$ cat config.mk
export PLATFORM = sky130hd
export DESIGN_NAME = snd_reg_bank
export DESIGN_NICKNAME = d
export VERILOG_FILES = /design/src/rtl/snd_reg_pkg.sv /design/src/rtl/snd_reg_ctl.sv /design/src/rtl/snd_reg_dp.sv /design/src/rtl/snd_reg_bank.sv
export SDC_FILE = /design/constraint.sdc
export NUM_CORES = 1
export LEC_CHECK = 0
export CAP_MARGIN = 10
export CORE_MARGIN = 2
export CORE_UTILIZATION = 40
export CTS_CLUSTER_DIAMETER = 50
export DETAILED_ROUTE_END_ITERATION = 10
export MAX_ROUTING_LAYER = met4
export PLACE_DENSITY = 0.76
export SLEW_MARGIN = 20
export SYNTH_ARGS = -nofsm -noshare
export SYNTH_HDL_FRONTEND = slang
export SYNTH_HIERARCHICAL = 1
export SYNTH_SLANG_ARGS = --single-unit
$ cat constraint.sdc
create_clock -name clk -period 3.5 [get_ports clk]
set_input_delay 1.05 -clock clk [delete_from_list [all_inputs] [get_ports clk]]
set_output_delay 1.05 -clock clk [all_outputs]
set_load 0.02 [all_outputs]
$ cat src/rtl/snd_reg_pkg.sv
package snd_reg_pkg;

  localparam int DATA_W   = 8;
  localparam int NUM_CTRL = 20;
  localparam int NUM_REGS = NUM_CTRL + 1;
  localparam int IDX_W    = $clog2(NUM_REGS);
  localparam int NUM_CHAN = 4;

  localparam int IDX_T1_DUTY = 1;
  localparam int IDX_T2_DUTY = 5;
  localparam int IDX_WV_LEN  = 10;
  localparam int IDX_NZ_LEN  = 14;
  localparam int IDX_VOL     = 18;
  localparam int IDX_PAN     = 19;
  localparam int IDX_MASTER  = 20;

  typedef struct packed {
    logic                ctrlWe;
    logic [IDX_W-1:0]    idx;
    logic                clearAll;
    logic                pwrWe;
    logic                pwrVal;
    logic [NUM_CHAN-1:0] lenWe;
    logic [DATA_W-1:0]   lenData;
  } strobe_t;

  // Bits forced to one on read-back.
  function automatic logic [DATA_W-1:0] readMask(int idx);
    case (idx)
      0:                      return 8'h80;
      1, 5:                   return 8'h3F;
      2, 6, 15, 16, 18, 19:   return 8'h00;
      3, 7, 10, 12, 14:       return 8'hFF;
      4, 8, 13, 17:           return 8'hBF;
      9:                      return 8'h7F;
      11:                     return 8'h9F;
      IDX_MASTER:             return 8'h70;
      default:                return 8'hFF;
    endcase
  endfunction

  function automatic logic [DATA_W-1:0] resetVal(int idx);
    case (idx)
      IDX_VOL: return 8'h77;
      IDX_PAN: return 8'hF3;
      default: return 8'h00;
    endcase
  endfunction

  // Ones on every byte that must stay zero while power is off.
  function automatic logic [NUM_CTRL*DATA_W-1:0] offZeroMask();
    logic [NUM_CTRL*DATA_W-1:0] m;
    for (int i = 0; i < NUM_CTRL; i++) begin
      m[i*DATA_W +: DATA_W] = (i == IDX_WV_LEN || i == IDX_NZ_LEN) ? 8'h00 : 8'hFF;
    end
    return m;
  endfunction

endpackage

$ cat src/rtl/snd_reg_ctl.sv
module snd_reg_ctl
  import snd_reg_pkg::*;
#(
  parameter int ADDR_W = 5
) (
  input  logic              busWr,
  input  logic [ADDR_W-1:0] busAddr,
  input  logic [DATA_W-1:0] busWdata,
  input  logic              legacyMode,
  input  logic              powerOn,
  output strobe_t           strobe
);

  localparam logic [ADDR_W-1:0] LAST_ADDR = ADDR_W'(NUM_REGS - 1);

  logic mapped;
  logic isMaster;
  logic isDuty;
  logic isLenOnly;
  logic lenGate;

  always_comb begin
    mapped    = (busAddr <= LAST_ADDR);
    isMaster  = (busAddr == ADDR_W'(IDX_MASTER));
    isDuty    = (busAddr == ADDR_W'(IDX_T1_DUTY)) || (busAddr == ADDR_W'(IDX_T2_DUTY));
    isLenOnly = (busAddr == ADDR_W'(IDX_WV_LEN)) || (busAddr == ADDR_W'(IDX_NZ_LEN));
    // Length strobes survive power-off only under the legacy rules.
    lenGate   = busWr && (powerOn || legacyMode);

    strobe.idx      = busAddr[IDX_W-1:0];
    strobe.ctrlWe   = busWr && mapped && !isMaster &&
                      (powerOn || (legacyMode && isLenOnly));
    strobe.pwrWe    = busWr && isMaster;
    strobe.pwrVal   = busWdata[DATA_W-1];
    strobe.clearAll = busWr && isMaster && !busWdata[DATA_W-1];

    strobe.lenWe = '0;
    if (lenGate) begin
      case (busAddr)
        ADDR_W'(IDX_T1_DUTY): strobe.lenWe = 4'b0001;
        ADDR_W'(IDX_T2_DUTY): strobe.lenWe = 4'b0010;
        ADDR_W'(IDX_WV_LEN):  strobe.lenWe = 4'b0100;
        ADDR_W'(IDX_NZ_LEN):  strobe.lenWe = 4'b1000;
        default:              strobe.lenWe = '0;
      endcase
    end
    strobe.lenData = isDuty ? (busWdata & 8'h3F) : busWdata;
  end

endmodule

$ cat src/rtl/snd_reg_dp.sv
module snd_reg_dp
  import snd_reg_pkg::*;
#(
  parameter int ADDR_W = 5
) (
  input  logic                       clk,
  input  logic                       rst,
  input  strobe_t                    strobe,
  input  logic [DATA_W-1:0]          busWdata,
  input  logic                       busRd,
  input  logic [ADDR_W-1:0]          busAddr,
  input  logic [NUM_CHAN-1:0]        chanActive,
  output logic [DATA_W-1:0]          busRdata,
  output logic                       powerOn,
  output logic [NUM_CTRL*DATA_W-1:0] ctrlRegs,
  output logic [NUM_CHAN-1:0]        lenLoad,
  output logic [DATA_W-1:0]          lenValue
);

  localparam logic [ADDR_W-1:0] LAST_ADDR = ADDR_W'(NUM_REGS - 1);

  logic [DATA_W-1:0] store [NUM_CTRL];
  logic [DATA_W-1:0] rdNext;
  logic [IDX_W-1:0]  rdIdx;
  logic              rdMapped;

  for (genvar i = 0; i < NUM_CTRL; i++) begin : g_reg
    always_ff @(posedge clk) begin
      if (rst) begin
        store[i] <= resetVal(i);
      end else if (strobe.clearAll) begin
        store[i] <= '0;
      end else if (strobe.ctrlWe && (strobe.idx == IDX_W'(i))) begin
        store[i] <= busWdata;
      end
    end
    assign ctrlRegs[i*DATA_W +: DATA_W] = store[i];
  end

  always_ff @(posedge clk) begin
    if (rst) begin
      powerOn <= 1'b1;
    end else if (strobe.pwrWe) begin
      powerOn <= strobe.pwrVal;
    end
  end

  always_ff @(posedge clk) begin
    if (rst) begin
      lenLoad  <= '0;
      lenValue <= '0;
    end else begin
      lenLoad  <= strobe.lenWe;
      lenValue <= strobe.lenData;
    end
  end

  always_comb begin
    rdIdx    = busAddr[IDX_W-1:0];
    rdMapped = (busAddr <= LAST_ADDR);
    if (!rdMapped) begin
      rdNext = 8'hFF;
    end else if (rdIdx == IDX_W'(IDX_MASTER)) begin
      rdNext = {powerOn, 3'b111, chanActive};
    end else begin
      rdNext = store[rdIdx] | readMask(int'(rdIdx));
    end
  end

  always_ff @(posedge clk) begin
    if (rst) begin
      busRdata <= '0;
    end else if (busRd) begin
      busRdata <= rdNext;
    end
  end

  AST_RD_HOLD: assert property (@(posedge clk) disable iff (rst)
    !busRd |=> $stable(busRdata)) else $error("read data moved without strobe");

  AST_RD_MASK: assert property (@(posedge clk) disable iff (rst)
    (busRd && rdMapped) |=>
      ((busRdata & readMask(int'($past(rdIdx)))) == readMask(int'($past(rdIdx)))))
    else $error("read pattern bits missing");

  AST_RD_MASTER: assert property (@(posedge clk) disable iff (rst)
    (busRd && rdMapped && rdIdx == IDX_W'(IDX_MASTER)) |=>
      (busRdata[6:0] == {3'b111, $past(chanActive)}))
    else $error("master read wrong");

endmodule

$ cat src/rtl/snd_reg_bank.sv
module snd_reg_bank
  import snd_reg_pkg::*;
#(
  parameter int ADDR_W = 5
) (
  input  logic                       clk,
  input  logic                       rst,
  input  logic                       busWr,
  input  logic                       busRd,
  input  logic [ADDR_W-1:0]          busAddr,
  input  logic [DATA_W-1:0]          busWdata,
  input  logic                       legacyMode,
  input  logic [NUM_CHAN-1:0]        chanActive,
  output logic [DATA_W-1:0]          busRdata,
  output logic                       powerOn,
  output logic [NUM_CTRL*DATA_W-1:0] ctrlRegs,
  output logic [NUM_CHAN-1:0]        lenLoad,
  output logic [DATA_W-1:0]          lenValue
);

  localparam logic [NUM_CTRL*DATA_W-1:0] OFF_ZERO = offZeroMask();

  strobe_t strobe;

  snd_reg_ctl #(.ADDR_W(ADDR_W)) u_ctl (
    .busWr      (busWr),
    .busAddr    (busAddr),
    .busWdata   (busWdata),
    .legacyMode (legacyMode),
    .powerOn    (powerOn),
    .strobe     (strobe)
  );

  snd_reg_dp #(.ADDR_W(ADDR_W)) u_dp (
    .clk        (clk),
    .rst        (rst),
    .strobe     (strobe),
    .busWdata   (busWdata),
    .busRd      (busRd),
    .busAddr    (busAddr),
    .chanActive (chanActive),
    .busRdata   (busRdata),
    .powerOn    (powerOn),
    .ctrlRegs   (ctrlRegs),
    .lenLoad    (lenLoad),
    .lenValue   (lenValue)
  );

  AST_CLEAR_ON_OFF: assert property (@(posedge clk) disable iff (rst)
    $fell(powerOn) |-> (ctrlRegs == '0)) else $error("bytes not cleared at power-off");

  AST_OFF_ZERO: assert property (@(posedge clk) disable iff (rst)
    !powerOn |-> ((ctrlRegs & OFF_ZERO) == '0)) else $error("byte nonzero while off");

  AST_NO_LEN_OFF: assert property (@(posedge clk) disable iff (rst)
    (!powerOn && !legacyMode && busWr) |=> (lenLoad == '0))
    else $error("length strobe while off");

endmodule

Word level (Yosys, flattened, before mapping)
Memory sizes are Yosys's and may differ from the RTL's. Cells that the tools add are included. W data, S select, Z words.

Register bits: 21. RAM bits: 160. Memory bits (read-only): 256. Input bits: 22. Output and inout bits: 181. Memories: 2.

$lt $le $gt $ge: 1. Equality and inequality tests: 20. Multiplexer cells: 130. Bitwise operators: 42. Reduce and logical (&&, ||, !) cells: 36.

Memories: (no name shown) (depth 32, width 8, rd ports 1, clocked after memory_dff 0, wr ports 0, line snd_reg_pkg.sv:29) `case (idx)`; u_dp.store (depth 20, width 8, rd ports 21, clocked after memory_dff 0, wr ports 20, line snd_reg_dp.sv:22) `logic [DATA_W-1:0] store [NUM_CTRL];`.

Operators with widths (count): $mux W8 (44); $mux W1 (85); $eq A5 B4 Y1 const B (8); $or A1 B1 Y1 (40); $logic_and A1 B1 Y1 (27); $eq A5 B5 Y1 const B (5); $eq A5 B3 Y1 const B (4); $pmux W4 S4 (1); $eq A5 B2 Y1 const B (2); $or A8 B8 Y8 (1); $eq A5 B1 Y1 const B (1); $le A5 B5 Y1 const B (1); $logic_not A5 Y1 (1); $logic_or A1 B1 Y1 (4); $reduce_or A2 Y1 (2); $logic_not A1 Y1 (2); $not A1 Y1 (1).

Longest topological paths before layout
Word-level depth: 11. Gate-level depth with buffers: 8. Depth with buffers taken out: 6.

Cells and area by module
The synthesis kept the hierarchy.

By module, submodules not included: snd_reg_dp (instances 1, cells each 627, area each 8445.6 µm²); snd_reg_ctl (instances 1, cells each 28, area each 222.7 µm²).

Least setup slack after synthesis
Ideal clock, no wire load.

Kind: input to register. Start: in busAddr[0]. End: mem u_dp.store[13][0], enable pin. Setup time: 0.384 ns. Arrival time: 2.714 ns. Data required time: 3.116 ns. Setup slack: 0.402 ns. Stages on the path: 5. Path buffers: 0. Cell sequence: nand4bb_1 o22ai_1 nor4b_2 nand3b_1 o21ai_0.

RTL lines: start: declaration (line snd_reg_bank.sv:10) `input logic [ADDR_W-1:0] busAddr,`; end: declaration (line snd_reg_dp.sv:22).

==> metrics.txt <==
status=completed; Ant. Diodes=0; Antenna Violating Nets Remaining=0; FP Rows=53; layout cells sized above 1=between 10% and 20%; Synth Warn #=6; flop and latch count out of synthesis=approximately 180; critical path's slowest cell=clkdlybuf4s50_1; sequential area share after synthesis=60.3%; commonest cells after routing, fill and taps aside=clkdlybuf4s50_1, edfxtp_1, and2_1, buf_4, nor3_1; drt drc=0; clk_lat worst skew=roughly 440 ps; IO buf count=around 200; ys async rst share=0%; post-DR vias/cell=approximately 5.6; core area=0.0212 mm^2; # setup viols final=0; Vias=roughly 6,500; max-slew violation count=0; post-route setup TNS=0 ps; drt pass-1 iters=8; WL final=between 20,000 and 30,000 um; Critical Path AT=between 3000 and 4000 ps; CTS root buf=clkbuf_16; RSZ-0062 raised after global routing=false; antenna violations before repair=0; Reg clk slew, reported paths=around 70 ps; Chip Height=approximately 150 um; Clock Sinks=between 150 and 200; CP Cell Sequence=clkdlybuf4s50_1 > nand4bb_1 > o22ai_1 > nor4b_2 > buf_4 > nand3b_1 > buf_4 > o21ai_0 > buf_4; commonest non-fill, non-tap cell in the layout=clkdlybuf4s50_1; post_cts resized=0; post-synthesis instance area=0.00867 mm^2; largest net degree at the start of global routing=53; relative slew slack=a little over half; number of global-route vias before repair=between 6,000 and 7,000; Placed Area=between 0.01 and 0.015 mm^2; H-tree levels=4; iteration-0 DRC count of the detailed router=850; final worst-path cycle share=a little over nine tenths; Synth Flop Type=edfxtp_1; critical path type=in2reg; cells after synthesis=approximately 660; Power per Cell Area=roughly 440 mW/mm^2; placed insts=1,138; CP top delay family=buffers and inverters; Clock Skew=10.0 ps; gpl congestion=approximately 0.86; Worst VDD drop=approximately 310 uV; Leakage Power=roughly 4.3 nW; Hold Violations, Final=0; max incr delay on CP=just under 600 ps; worst hold slack=500 ps; global-route wire length before repair=39,400 um; WL/cell=roughly 23 um; number of I/O pins=203; Top cell by count, worst path=buf_4; Initial Util=between 40% and 50%; die area=0.0229 mm^2; grt ovf=0; Startpoint Class=input pin; Max Fclk=305 MHz; flop-to-flop setup slack=roughly 1000 ps; nets=910; worst min path class=reg2reg; area growth from synthesis to layout=36.8%; DP Wirelength=just under 20,000 um; Post-CTS Hold Fix Bufs=0; CP Capture Type=flip-flop; EDFF count, synth=160; Crit path required time=about 3700 ps; FILL cells=around 1,700; Syn Area/Cell=about 13 um^2; Post-CTS Setup Repair Bufs=0; fin cells=about 1,200; worst-case clock buffer depth=2; Die Wd=151 um; TritonCTS clock tree=built; Max-cap violations=0; CP Max Fanout=15; CP bufs+invs=4; Mapped Nets=683; Total Routing Usage GR=24.5%; CTS buffer count=17; final worst path period need=between 3000 and 4000 ps; Yosys cell types=between 60 and 70; fin area=0.0119 mm^2; Worst Max-Slew Pin Slew=around 700 ps
[worst paths after layout]
check,endpoint,startpoint,cells after the start
hold / removal,u_dp/busRdata[5],u_dp/busRdata[5],2
setup reg to reg,u_dp/store[9][4],u_dp/powerOn,8
setup / recovery,u_dp/store[9][4],busAddr[3],9
hold reg to reg,u_dp/busRdata[5],u_dp/busRdata[5],2
[state kept, by name, summed over array words and instances (netlist names)]
signal	cells
u_dp/lenLoad	4
u_dp/busRdata	8
u_dp/powerOn	1
u_dp/store	160
u_dp/lenValue	8
[worst reg2reg max path, cell delays in order, from the launching register on]
cell,delay (ps)
dfxtp_1,420
o21ai_0,160
o22ai_1,300
nor4b_2,290
buf_4,180
nand3b_1,110
buf_4,220
o21ai_0,300
buf_4,220
[report_power, final]
group          internal (W)  total (W)  switching, W
Clock               0.00128    0.00211      0.000834
Sequential          0.00242    0.00248     0.0000568
Combinational      0.000289   0.000676      0.000387
Total               0.00399    0.00527       0.00128
[metrics by stage]
step                      setup slack (ps)  power [W]  utilization [%]
after global routing                  58.5    0.00541             56.1
after detailed placement             -92.1    0.00320             53.0
final                                  220    0.00527             56.1
after CTS                              266    0.00528             56.1
after floorplan                        402    0.00286                -
after global placement               -70.7    0.00319             53.0
[area by class of cell]
type | instances | area (um^2) | share of cell area [%]
repair buffers | 272 | 2580 | 21.8
inverters | 11 | 41.3 | 0.348
clock buffers | 18 | 429 | 3.62
multi-input cells | 399 | 3020 | 25.4
clock inverters | 14 | 223 | 1.88
flip-flops and latches | 181 | 5230 | 44.1
well taps | 275 | 344 | 2.90
[cells by family after synthesis]
logic type / Yosys count / share of synthesized area, %
AOI/OAI and AO/OA: 65 / 5.34
adders and majority gates: 6 / 0.866
buffers and inverters: 75 / 4.94
DFF: 181 / 60.3
muxes: 54 / 10.7
and+or+nand+nor: 274 / 17.9
[cells in the mapped netlist, drive strengths merged (7+ instances only)]
master	count	area [um^2]
nand3	9	45.0
edfxtp	160	4800
and2	88	551
mux4	27	646
mux2i	20	200
inv	8	30.0
nor4	13	81.3
clkbuf	38	186
nor2	37	139
o21ai	18	90.1
and3	10	62.6
o21a	13	97.6
nor3	46	230
nand2b	10	62.6
buf	25	189
nor2b	16	100
nand2	23	86.3
dfxtp	21	420
mux2	7	78.8
[metal layers]
| metal | part of all wire (%) | global-route usage, % | vias up |
|---|---|---|---|
| li1 | - | - | 2886 |
| met1 | 40 | 32.0 | 3205 |
| met2 | 49 | 39.2 | 420 |
| met3 | 9.6 | 5.27 | 33 |
| met4 | 2.1 | 6.54 | 0 |
| met5 | 0 | - | - |
No activity file was read; power rests on OpenSTA's default activity.
